<file path="src/rtl/oneshot_pkg.sv">
package oneshot_pkg;

    // Controller phases of the one-shot
    typedef enum logic [1:0] {
        OS_IDLE    = 2'd0,
        OS_PULSE   = 2'd1,
        OS_RECOVER = 2'd2
    } os_state_e;

    // Bit positions of the three inputs inside the synchronized bundle
    localparam int unsigned IN_A_N  = 0;
    localparam int unsigned IN_B    = 1;
    localparam int unsigned IN_CLRN = 2;
    localparam int unsigned IN_CNT  = 3;

    // Idle levels: active-low trigger high, active-high trigger low, clear released
    localparam logic [IN_CNT-1:0] IN_IDLE = 3'b101;

endpackage

</file>
<file path="src/rtl/oneshot_sync.sv">
module oneshot_sync #(
    parameter int unsigned          N         = 3,
    parameter int unsigned          STAGES    = 2,
    parameter logic [N-1:0]         RESET_VAL = '0
) (
    input  logic         clk,
    input  logic         rst,
    input  logic [N-1:0] din,
    output logic [N-1:0] dout
);

    logic [STAGES-1:0][N-1:0] stage_d;
    logic [STAGES-1:0][N-1:0] stage_q;

    assign stage_d[0] = din;

    genvar g;
    generate
        for (g = 1; g < STAGES; g++) begin : g_chain
            assign stage_d[g] = stage_q[g-1];
        end
    endgenerate

    always_ff @(posedge clk) begin
        if (rst) begin
            stage_q <= {STAGES{RESET_VAL}};
        end else begin
            stage_q <= stage_d;
        end
    end

    assign dout = stage_q[STAGES-1];

endmodule

</file>
<file path="src/rtl/oneshot_edge_qual.sv">
module oneshot_edge_qual
    import oneshot_pkg::*;
(
    input  logic              clk,
    input  logic              rst,
    input  logic [IN_CNT-1:0] cur,
    output logic              trig_hit
);

    logic [IN_CNT-1:0] prev_d;
    logic [IN_CNT-1:0] prev_q;

    logic a_fall;
    logic b_rise;
    logic c_rise;

    always_comb begin
        prev_d = cur;
        // Each edge is qualified by the present levels of the other two inputs
        a_fall =  prev_q[IN_A_N]  & ~cur[IN_A_N]
               &  cur[IN_B]       &  cur[IN_CLRN];
        b_rise = ~prev_q[IN_B]    &  cur[IN_B]
               & ~cur[IN_A_N]     &  cur[IN_CLRN];
        c_rise = ~prev_q[IN_CLRN] &  cur[IN_CLRN]
               & ~cur[IN_A_N]     &  cur[IN_B];
        trig_hit = a_fall | b_rise | c_rise;
    end

    always_ff @(posedge clk) begin
        if (rst) begin
            prev_q <= IN_IDLE;
        end else begin
            prev_q <= prev_d;
        end
    end

endmodule

</file>
<file path="src/rtl/oneshot_down_cnt.sv">
module oneshot_down_cnt #(
    parameter int unsigned W = 16
) (
    input  logic         clk,
    input  logic         rst,
    input  logic         load,
    input  logic [W-1:0] load_val,
    input  logic         dec,
    output logic         zero
);

    logic [W-1:0] cnt_d;
    logic [W-1:0] cnt_q;

    always_comb begin
        cnt_d = cnt_q;
        if (load) begin
            cnt_d = load_val;
        end else if (dec && (cnt_q != '0)) begin
            cnt_d = cnt_q - 1'b1;
        end
    end

    always_ff @(posedge clk) begin
        if (rst) begin
            cnt_q <= '0;
        end else begin
            cnt_q <= cnt_d;
        end
    end

    assign zero = (cnt_q == '0);

endmodule

</file>
<file path="src/rtl/oneshot_pulse.sv">
module oneshot_pulse
    import oneshot_pkg::*;
#(
    parameter int unsigned WIDTH_W     = 16,
    parameter int unsigned REC_CYCLES  = 4,
    parameter int unsigned SYNC_STAGES = 2
) (
    input  logic               clk,
    input  logic               rst,
    input  logic               trig_a_n,
    input  logic               trig_b,
    input  logic               clear_n,
    input  logic [WIDTH_W-1:0] width,
    output logic               q,
    output logic               q_n
);

    localparam int unsigned REC_W = (REC_CYCLES > 1) ? $clog2(REC_CYCLES) : 1;
    localparam logic [REC_W-1:0] REC_LOAD = REC_W'(REC_CYCLES - 1);

    logic [IN_CNT-1:0] raw_in;
    logic [IN_CNT-1:0] sync_in;
    logic              clr_s;
    logic              trig_hit;
    logic              trig_take;
    logic              in_pulse;
    logic              in_recover;

    logic               p_load;
    logic               p_dec;
    logic               p_zero;
    logic [WIDTH_W-1:0] p_val;
    logic               r_load;
    logic               r_dec;
    logic               r_zero;

    os_state_e state_d;
    os_state_e state_q;

    always_comb begin
        raw_in          = '0;
        raw_in[IN_A_N]  = trig_a_n;
        raw_in[IN_B]    = trig_b;
        raw_in[IN_CLRN] = clear_n;
    end

    oneshot_sync #(
        .N         (IN_CNT),
        .STAGES    (SYNC_STAGES),
        .RESET_VAL (IN_IDLE)
    ) u_sync (
        .clk  (clk),
        .rst  (rst),
        .din  (raw_in),
        .dout (sync_in)
    );

    oneshot_edge_qual u_qual (
        .clk      (clk),
        .rst      (rst),
        .cur      (sync_in),
        .trig_hit (trig_hit)
    );

    assign clr_s      = sync_in[IN_CLRN];
    assign in_pulse   = (state_q == OS_PULSE);
    assign in_recover = (state_q == OS_RECOVER);
    assign p_val      = (width == '0) ? '0 : (width - 1'b1);

    oneshot_down_cnt #(.W(WIDTH_W)) u_pulse_cnt (
        .clk      (clk),
        .rst      (rst),
        .load     (p_load),
        .load_val (p_val),
        .dec      (p_dec),
        .zero     (p_zero)
    );

    oneshot_down_cnt #(.W(REC_W)) u_rec_cnt (
        .clk      (clk),
        .rst      (rst),
        .load     (r_load),
        .load_val (REC_LOAD),
        .dec      (r_dec),
        .zero     (r_zero)
    );

    always_comb begin
        state_d   = state_q;
        trig_take = 1'b0;
        p_load    = 1'b0;
        p_dec     = 1'b0;
        r_load    = 1'b0;
        r_dec     = 1'b0;
        unique case (state_q)
            OS_IDLE: begin
                if (trig_hit) begin
                    trig_take = 1'b1;
                    p_load    = 1'b1;
                    state_d   = OS_PULSE;
                end
            end
            OS_PULSE: begin
                // Trigger edges are not looked at here: non-retriggerable
                if (!clr_s) begin
                    r_load  = 1'b1;
                    state_d = OS_RECOVER;
                end else if (p_zero) begin
                    state_d = OS_IDLE;
                end else begin
                    p_dec = 1'b1;
                end
            end
            OS_RECOVER: begin
                if (in_recover && r_zero) begin
                    state_d = OS_IDLE;
                end else begin
                    r_dec = 1'b1;
                end
            end
            default: state_d = OS_IDLE;
        endcase
    end

    always_ff @(posedge clk) begin
        if (rst) begin
            state_q <= OS_IDLE;
        end else begin
            state_q <= state_d;
        end
    end

    // A synchronized low clear drops the output in the same cycle
    assign q   = in_pulse & clr_s;
    assign q_n = ~q;

endmodule

</file>
<file path="config.mk">
export PLATFORM = sky130hd
export DESIGN_NAME = oneshot_pulse
export DESIGN_NICKNAME = d
export VERILOG_FILES = /design/src/rtl/oneshot_pkg.sv /design/src/rtl/oneshot_sync.sv /design/src/rtl/oneshot_edge_qual.sv /design/src/rtl/oneshot_down_cnt.sv /design/src/rtl/oneshot_pulse.sv
export SDC_FILE = /design/constraint.sdc
export NUM_CORES = 1
export LEC_CHECK = 0
export ABC_AREA = 1
export BUFFER_PORTS_ARGS = -buffer_cell sky130_fd_sc_hd__buf_4
export CORE_MARGIN = 8
export CORE_UTILIZATION = 44
export DETAILED_ROUTE_END_ITERATION = 6
export GPL_TIMING_DRIVEN = 0
export PLACE_DENSITY = 0.68
export SYNTH_ARGS = -nofsm -noshare
export SYNTH_HDL_FRONTEND = slang
export SYNTH_SLANG_ARGS = --single-unit
</file>
<file path="constraint.sdc">
create_clock -name clk -period 1.5 [get_ports clk]
set_clock_uncertainty 0.1 [all_clocks]
set_input_delay 0.075 -clock clk [delete_from_list [all_inputs] [get_ports clk]]
set_output_delay 0.075 -clock clk [all_outputs]
set_load 0.1 [all_outputs]
</file>
======== Word level (Yosys, flattened, before mapping) ========
Index checks and enable logic that the tools add are counted.
storage, ports and cells
  bits in registers ....................... 29
  latch bits .............................. 0
  RAM bits ................................ 0
  memory bits (read-only) ................. 0
  bits of input ports ..................... 21
  output and inout bits ................... 2
  word-level logic and storage cells ...... 61
  memories kept ........................... 0
operators by class
  add/subtract/negate cells ............... 3
  $mul .................................... 0
  divide/modulo/power cells ............... 0
  $lt $le $gt $ge ......................... 0
  eq/ne operators ......................... 5
  shifts and indexed selects .............. 0
  muxes and demuxes ....................... 19
  bitwise operators ....................... 16
  reduce and logical (&&, ||, !) cells .... 12
operators with widths
  operator                                                                  count
  16-bit two-way mux                                                        3
  16-bit logical NOT                                                        2
  16-bit by 1-bit subtractor with 16-bit output (second input constant)     2
  16-bit nonzero test                                                       1
  2-bit two-way mux                                                         6
  1-bit bitwise AND                                                         10
  1-bit two-way mux                                                         9
  2-bit case mux with 3 select lines                                        1
  2-bit nonzero test                                                        3
  2-bit logical NOT                                                         2
  1-bit inverter                                                            4
  1-bit logical AND                                                         3
  3-bit inequality test (second input constant)                             1
  3-bit AND reduction                                                       1
  2-bit by 1-bit == test with 1-bit output (second input constant)          1
  2-bit == test (second input constant)                                     1
  2-bit by 1-bit inequality test with 1-bit output (second input constant)  1
  2-bit inequality test (second input constant)                             1
  1-bit OR                                                                  2
  2-bit by 1-bit subtractor with 2-bit output (second input constant)       1

======== Longest topological paths before layout ========
Gate-level depths: netlist (run 1).
  word-level depth ........................ 9
  gate-level depth with buffers ........... 12
  gate-level depth less buffers ........... 11

======== Cells and area by module ========
From an unflattened synthesis (run 1), not the netlist that was laid out.
unflattened totals
  cells, all modules ...................... 386
  area total of the unflattened synthesis .. 2179.6 um^2
by module, submodules not included
  module                          instances  cells an instance  area each (um^2)  sequential area each (um^2)
  oneshot_down_cnt (u_pulse_cnt)  1          212                1194.9            320.3
  oneshot_pulse                   1          118                575.6             40.0
  oneshot_sync                    1          19                 168.9             120.1
  oneshot_down_cnt (u_rec_cnt)    1          25                 140.1             40.0
  oneshot_edge_qual               1          12                 100.1             60.1

======== Worst setup path after synthesis (run 1) ========
Ideal clock, no wire load.
  path type ............................... register to register
  start point ............................. register state_q[1]
  end point ............................... register u_pulse_cnt.cnt_q[9]
  setup time .............................. 0.112 ns
  data arrival time ....................... 2.761 ns
  data required time ...................... 1.288 ns
  slack ................................... -1.473 ns
  cell stages (with the launch flop) ...... 10
  path buffers ............................ 1
  clock period less this slack ............ 2.973 ns
  cells stage by stage .................... dfxtp_1 -> inv_1 -> nand3_1 -> inv_1 -> nand2_2 -> buf_4 -> o21ai_0 -> nand2_1 -> nand2_1 -> nand2_1
on the way
  longest elaborated chain between the ends .. 4
  elaborated cells on any way between the ends .. 7
  classes of those cells .................. eq/ne (1); mux (3); reduce/logical (3)
ends and longest elaborated chain
  element                                   line                    source
  start: declaration                        oneshot_pulse.sv:38     os_state_e state_q;
  start signal: assignment                  oneshot_pulse.sv:129    state_q <= state_d;
  2-bit by 1-bit == test with 1-bit output  oneshot_pulse.sv:95     unique case (state_q)
  1-bit two-way mux                         oneshot_pulse.sv:95
  1-bit logical AND                         oneshot_down_cnt.sv:19  end else if (dec && (cnt_q != '0)) begin
  2-bit nonzero test (no source line)       --
  end signal: assignment                    oneshot_down_cnt.sv:28  cnt_q <= cnt_d;
  end: declaration                          oneshot_down_cnt.sv:13  logic [W-1:0] cnt_q;
Several ways; a longest one is shown, not always the timed one.
A chain may end at the register's enable or synchronous reset.

======== Worst setup path in the final report (run 1) ========
  start point ............................. register u_pulse_cnt.cnt_q[4]
  end point ............................... register u_pulse_cnt.cnt_q[8]
on the way
  longest elaborated chain between the ends .. 6
  elaborated cells on any way between the ends .. 10
  classes of those cells .................. add/sub (1); mux (5); reduce/logical (4)
ends and longest elaborated chain
  element
  branches (longest 6 deep; another with 16-bit by 1-bit subtractor with 16-bit output)
Several ways; the timed one is not identified. The select of a mux whose other input is x is not followed.

==> metrics.md, run 1 <==
| Metric | Value |
|---|---|
| Worst-path clk slew | approximately 0.070 ns |
| First-pass GRT wire length | roughly 9400 um |
| Tcrit/Tclk final | 1.049 |
| Skew-Pair Late Insertion Delay | 0.29 ns |
| Final wirelength | 5557 um |
| CP arrival | between 1.5 and 2 ns |
| Met2 Usage GRT | 0.2625 |
| Global routing usage on met3 | 0.03613 |
| Antenna violations before repair | 0 |
| Maximum vdd drop | 0.5055 mV |
| Asr flop ratio synth | 0 |
| Top Ports | 23 |
| Area grow syn2layout | 33.81% |
| Routed WL per cell | between 10 and 15 um |
| Rows | 24 |
| Die width | 83.96 um |
| Remaining DRCs | 0 |
| Vias in the first global route | roughly 2100 |
| Pwr dens | between 700 and 800 nW/um2 |
| Clock Path Buffers | 2 |
| Seq cells post-synth | 29 |
| Commonest cells after routing, fill and taps aside | nand2_1 (79), nor2_1 (55), inv_1 (46), nand3_1 (29), buf_4 (28) |
| Inserted Clock Buffers | 5 |
| RSZ-0062 raised after global routing | yes |
| Most used DFF post-synth | dfxtp_1 |
| Antenna Cells | 0 |
| Post-synth EDFFs | 0 |
| Via count | about 2200 |
| CTS tree | done |
| Core area | about 4400 um2 |
| Root Buffer | clkbuf_8 |
| Endpoints failing hold | 0 |
| F_max | roughly 640 MHz |
| Layout cells sized above 1 | 0.2461 |
| GR Util met1 | 0.1990 |
| Gr busiest metal | met2 |
| Drt via density | between 4 and 5 |
| GR Util All Layers | 0.1594 |
| Hold/Removal Path Class | in2reg |
| Syn. warnings | 0 |
| Mapped Avg Cell Area | ~6.0 um2 |
| Grt total ovfl | 0 |
| H-Tree Depth | 2 |
| PortBufs | 22 |
| DRT Pass-1 Iters | 4 |
| Chip Height | ~84 um |
| Min Clock Period, post-route | 1.573 ns |
| Sequential cell area fraction in the yosys report | 0.2857 |
| Sink Count | 29 |
| Mapped Area | roughly 2000 um2 |
| Largest net degree at the start of global routing | 11 |
| Global placer's final weighted congestion | between 0.9 and 1 |
| Post-DP HPWL | 3856 um |
| Run status | finished, violations left |
| Startpoint types | register |
| Final worst setup slack | -0.07309 ns |
| Net Count, Synth | between 300 and 400 |
| Overall power | 2.098 mW |
| CP Capture Type | register |
| Die ar. | 7048 um2 |
| Library cells used by synthesis | 24 |
| Failing checks | setup timing |
| Initial core utilization | 0.4603 |
| Layout Cells excl Fill | around 440 |
| Post-route antenna net violation count | 0 |
| Cells after DPL | just over 400 |
| Slew Viols, Final | 0 |
| Max-cap check violation count | 0 |
| Critical Path RT | 1.59 ns |
| LEAKAGE | 1.383 nW |
| Relative slew slack | 0.6468 |
| Crit Path Class | reg2reg |
| Worst slew pin tran | about 0.53 ns |
| Syn Inst Count | 340 |
| Setup violators final | 13 |
| Initial DRC count | approximately 120 |
| Fin nets | 410 |
| Worst-path maximum fanout | 5 |
| Most common library cell in the layout ignoring fill and taps | nand2_1 |
## synthesized netlist by cell type, types with 6 or more instances
cell type / n / area (um2)
inv_1: 52 / 195.2
nand2_1: 82 / 307.8
o21ai_1: 6 / 30.03
nand3_1: 31 / 155.2
dfxtp_1: 29 / 580.6
o21ai_0: 19 / 95.09
xor2_1: 7 / 61.31
nor2_1: 63 / 236.5
a21oi_1: 11 / 55.05
## flip-flops by register name, summed over array words and instances (netlist names)
name               count
u_sync.stage_d         3
u_sync.dout            3
u_pulse_cnt.cnt_q     16
u_qual.prev_q          3
u_rec_cnt.cnt_q        2
state_q                2
## per-layer routing
| layer | up-vias | share of wire |
|---|---|---|
| met5 | - | 0 |
| met4 | 0 | 0.013 |
| met3 | 9 | 0.060 |
| met2 | 46 | 0.46 |
| met1 | 977 | 0.47 |
| li1 | 1147 | - |
## repair_timing
action	4_1_cts	5_1_grt
hold endpoints to repair	6	0
resized for setup	33	21
buffers inserted	5	2
pin swaps	11	5
endpoints found under the setup margin	16	18
hold buffers	6	0
gates cloned	3	0
## cells by family (layout without fill, tap and decap cells)
group / after synthesis / after routing / share of synthesized area
xor gates and xnor gates: 10 / 10 / 0.04311
AOI/OAI and AO/OA: 38 / 38 / 0.09545
DFF: 29 / 29 / 0.2857
muxes: 1 / 1 / 0.005541
and+or+nand+nor: 197 / 197 / 0.4163
buffers and inverters: 61 / 107 / 0.1293
adders and majority gates: 4 / 4 / 0.02463
## critical path, cell delays in order (launching register included)
cell	delay (ns)
dfxtp_1	0.35
nor2_2	0.18
nand2_1	0.10
nor2_1	0.11
nand2_1	0.08
nand2_2	0.11
nand2_4	0.08
buf_6	0.14
o21ai_1	0.11
inv_1	0.05
nand2_1	0.05
inv_1	0.04
## area by class of cell
cell class,count,area (um2)
Inverter,54,216.5
Clock inverter,3,65.06
Tap cell,52,65.06
Buffer,7,67.56
Multi-Input combinational cell,250,1311
Timing Repair Buffer,37,331.6
Clock buffer,5,68.82
Sequential cell,29,589.3
Fill cell,418,1695
Timing Repair inverter,1,3.754
## through the flow
step / hold slack (ns) / setup TNS (ns) / worst slack, ns / instance area, um2 / util
2_1_floorplan: 0.05969 / -7.404 / -0.4894 / 2052 / -
3_3_place_gp: 0.1597 / -1.374 / -0.1210 / 2282 / 0.5170
3_5_place_dp: 0.1640 / -1.311 / -0.1193 / 2282 / 0.5170
4_1_cts: 0.04661 / -0.4636 / -0.05212 / 2640 / 0.5981
5_1_grt: 0.06913 / -2.314 / -0.1689 / 2719 / 0.6159
6_report: 0.05142 / -0.5243 / -0.07309 / 2719 / 0.6159
## where the power goes
group / switching, mW / internal (mW)
clock network: 0.325 / 0.660
registers: 0.0111 / 0.787
logic: 0.173 / 0.143
total: 0.509 / 1.59
## path summary, 6_finish.rpt
kind / cells past startpoint / to / slack [ns] / from
max reg2reg: 11 / u_pulse_cnt.cnt_q[8] / -0.07 / u_pulse_cnt.cnt_q[4]
min: 4 / u_pulse_cnt.cnt_q[12] / 0.05 / width[12]
max: 11 / u_pulse_cnt.cnt_q[8] / -0.07 / u_pulse_cnt.cnt_q[4]
min reg2reg: 2 / u_sync.dout[1] / 0.31 / u_sync.stage_d[4]
Power figures use the tool's default switching activity.
==> run 2, diff against run 1 <==
==> constraint.sdc (replaced) <==
create_clock -name clk -period 1.5 [get_ports clk]
set_clock_uncertainty 0.1 [all_clocks]
set_input_delay 0 -clock clk [delete_from_list [all_inputs] [get_ports clk]]
set_output_delay 0 -clock clk [all_outputs]
set_load 0.1 [all_outputs]
==> run 2 against run 1 <==
Net effect:
- the flow finishes with violations (hold timing, setup timing)
- final cell count rose by 0.46%
- power rose by 0.42%
- count of clock-buffer cells in the layout did not move
- critical path depth unchanged
- via count increased by 0.92%
- flip-flop and latch count did not move
- worst hold slack worse by 0.065 ns
- design area grew 0.74%
- setup slack lost 0.0050 ns
- sequential power is essentially flat
- wire length up 0.32%
- critical path type unchanged
- critical endpoint unchanged
- largest cell class unchanged
==> metrics.md, run 2 (synthesized netlist as in run 1, its figures left out) <==
| Metric | Value |
|---|---|
| Max-cap check violation count | 0 (unchanged) |
| Post-route antenna net violation count | 0 (unchanged) |
| Critical path origin | u_pulse_cnt.cnt_q[4] |
| Slew Viols, Final | 0 (unchanged) |
| Rows | 24 (unchanged) |
| Top reg by flops | u_pulse_cnt.cnt_q |
| Hold slack final | -0.01325 ns (-0.06467 ns) |
| CP cell instances | nor2_2 -> nand2_1 -> nor2_1 -> nand2_1 -> nand2_2 -> nand2_4 -> buf_6 -> o21ai_1 -> inv_1 -> nand2_1 -> inv_1 |
| Core area | 4414 um2 (unchanged) |
| Max incr delay on CP | 0.35 ns (about the same) |
| Worst path slowest cell | dfxtp_1 |
| Largest net degree at the start of global routing | 11 (unchanged) |
| Remaining DRCs | 0 (unchanged) |
| Worst slew pin tran | 0.4908 ns (-0.03895 ns) |
| Final wirelength | 5575 um (+0.32%) |
| Most common library cell in the layout ignoring fill and taps | nand2_1 |
| Skew-Pair Late Insertion Delay | 0.29 ns (about the same) |
| Family with the most delay on the worst path | simple AND/OR/NAND/NOR gates |
| H-Tree Depth | 2 (unchanged) |
| R2R Path Start | u_pulse_cnt.cnt_q[4] |
| F_max | 633.7 MHz (-0.32%) |
| Levels on crit path | 11 (unchanged) |
| Setup violators final | 14 (+1) |
| GR Util All Layers | 0.1608 (+0.001404) |
| Min Clock Period, post-route | 1.578 ns (+0.005010 ns) |
| Global placer's final weighted congestion | 0.9221 (unchanged) |
| DRT Pass-1 Iters | 4 (unchanged) |
| Pwr dens | 769.1 nW/um2 (-0.31%) |
| Sink Count | 29 (unchanged) |
| Commonest cells after routing, fill and taps aside | nand2_1 (79), nor2_1 (55), inv_1 (46), nand3_1 (29), buf_4 (27) |
| LEAKAGE | 1.382 nW (about the same) |
| Drt via density | 4.998 (+0.46%) |
| Die width | 83.96 um (unchanged) |
| CP dominant cell by count | nand2_1 |
| Tcrit/Tclk final | 1.052 (+0.003340) |
| Maximum vdd drop | 0.5069 mV (+0.29%) |
| Flop-to-flop setup slack | -0.08 ns (about the same) |
| R2R cell count | 11 (unchanged) |
| Crit path capture | u_pulse_cnt.cnt_q[8] |
| Initial DRC count | 114 (-1.7%) |
| Critical Path RT | 1.59 ns (about the same) |
| Endpoints failing hold | 1 (+1) |
| Initial core utilization | 0.4603 (unchanged) |
| First-pass GRT wire length | 9459 um (+0.87%) |
| Worst-path maximum fanout | 5 (unchanged) |
| Final worst setup slack | -0.07810 ns (-0.005010 ns) |
| Fin nets | 412 (+0.49%) |
| Hold/Removal Path Class | in2reg |
| Grt total ovfl | 0 (unchanged) |
| CP arrival | 1.67 ns (about the same) |
| Pre-CTS WS | -0.1193 ns (unchanged) |
| Failing checks | hold timing, setup timing |
| Crit Path Class | reg2reg |
| Vias in the first global route | 2103 (+0.29%) |
| Layout cells sized above 1 | 0.2423 (-0.003846) |
| Setup TNS | -0.5858 ns (-0.06150 ns) |
| Largest register FFs | 16 (unchanged) |
| Root Buffer | clkbuf_8 |
| RSZ-0062 raised after global routing | yes |
| Startpoint types | register |
| CTS tree | done |
| Antenna Cells | 0 (unchanged) |
| Worst path bufs/invs | 3 (unchanged) |
| Clock Path Buffers | 2 (unchanged) |
| PortBufs | 22 (unchanged) |
| Chip Height | 83.96 um (unchanged) |
| Fillers | 419 (+0.24%) |
| Worst-path clk slew | 0.07 ns (about the same) |
| Die ar. | 7048 um2 (unchanged) |
| Post-DP HPWL | 3856 um (unchanged) |
| Routed WL per cell | 12.67 um (-0.13%) |
| Relative slew slack | 0.6728 (+0.02596) |
| Area grow syn2layout | 34.79% |
| Inserted Clock Buffers | 5 (unchanged) |
| Antenna violations before repair | 0 (unchanged) |
| CP Capture Type | register |
| Top Ports | 23 (unchanged) |
| Run status | finished, violations left |
| Via count | 2199 (+0.92%) |
| Worst flop-to-flop path endpoint | u_pulse_cnt.cnt_q[8] |
## run 2: cell count changes in the layout (fill, tap and decap cells not counted), sizes merged
cell and change:
dlymetal6s4s -1, buf -1, dlygate4sd3 +4
## run 2: cell type report
class                      instances  area, um2  area share
timing repair inverter             1      3.754    0.001370
clock inverter                     3      65.06     0.02376
multi-input combinational        250       1311      0.4788
clock buffer                       5      68.82     0.02513
inverter                          54      216.5     0.07903
sequential                        29      589.3      0.2152
tap                               52      65.06     0.02376
buffer                             7      67.56     0.02467
timing repair buffer              39      351.6      0.1284
## run 2: how the worst min path moves through the flow
| stage | end | slack, ns | start | depth (start not counted) |
|---|---|---|---|---|
| floorplan | state_q[0] | -0.02 | rst | 1 |
| global placement | u_sync.stage_d[3] | 0.08 | trig_a_n | 2 |
| detailed placement | u_sync.stage_d[5] | 0.09 | clear_n | 2 |
| CTS | u_pulse_cnt.cnt_q[10] | 0.005 | width[10] | 4 |
| global route | u_pulse_cnt.cnt_q[10] | 0.02 | width[10] | 4 |
| finish | u_pulse_cnt.cnt_q[10] | -0.01 | width[10] | 4 |
## run 2: through the flow
stage	cells	hold slack (ns)	cell area (um2)	utilization	total power, mW
5_1_grt	440	0.01967	2739	0.6205	2.192
3_5_place_dp	414	0.08899	2282	0.5170	1.081
4_1_cts	439	0.005391	2670	0.6049	2.104
6_report	440	-0.01325	2739	0.6205	2.107
3_3_place_gp	414	0.08467	2282	0.5170	1.077
2_1_floorplan	340	-0.01531	2052	-	0.9874
## run 2: what timing repair did
item | CTS | global route
hold endpoints to repair | 11 | 0
cloned | 3 | 0
endpoints found under the setup margin | 16 | 17
pin swaps | 11 | 5
resized for setup | 33 | 20
setup buffers | 5 | 1
hold buffers | 9 | 0
## run 2: power by group
part           internal, mW  total, mW  switching, mW
clock                 0.660      0.988          0.328
combinational         0.147      0.321          0.174
sequential            0.787      0.798         0.0111
total                  1.59       2.11          0.513
## run 2: per-layer routing
metal	part of all wire	vias to the layer above	track usage
li1	-	1148	-
met4	0.014	0	0.04710
met1	0.47	994	0.2041
met3	0.054	11	0.03027
met2	0.46	46	0.2667
met5	0	-	0
## run 2: worst min-delay path, delay by kind of cell
kind                   cells  cell delay [ns]
and+or+nand+nor            1             0.05
buffers and inverters      1             0.10
AOI/OAI and AO/OA          2             0.18
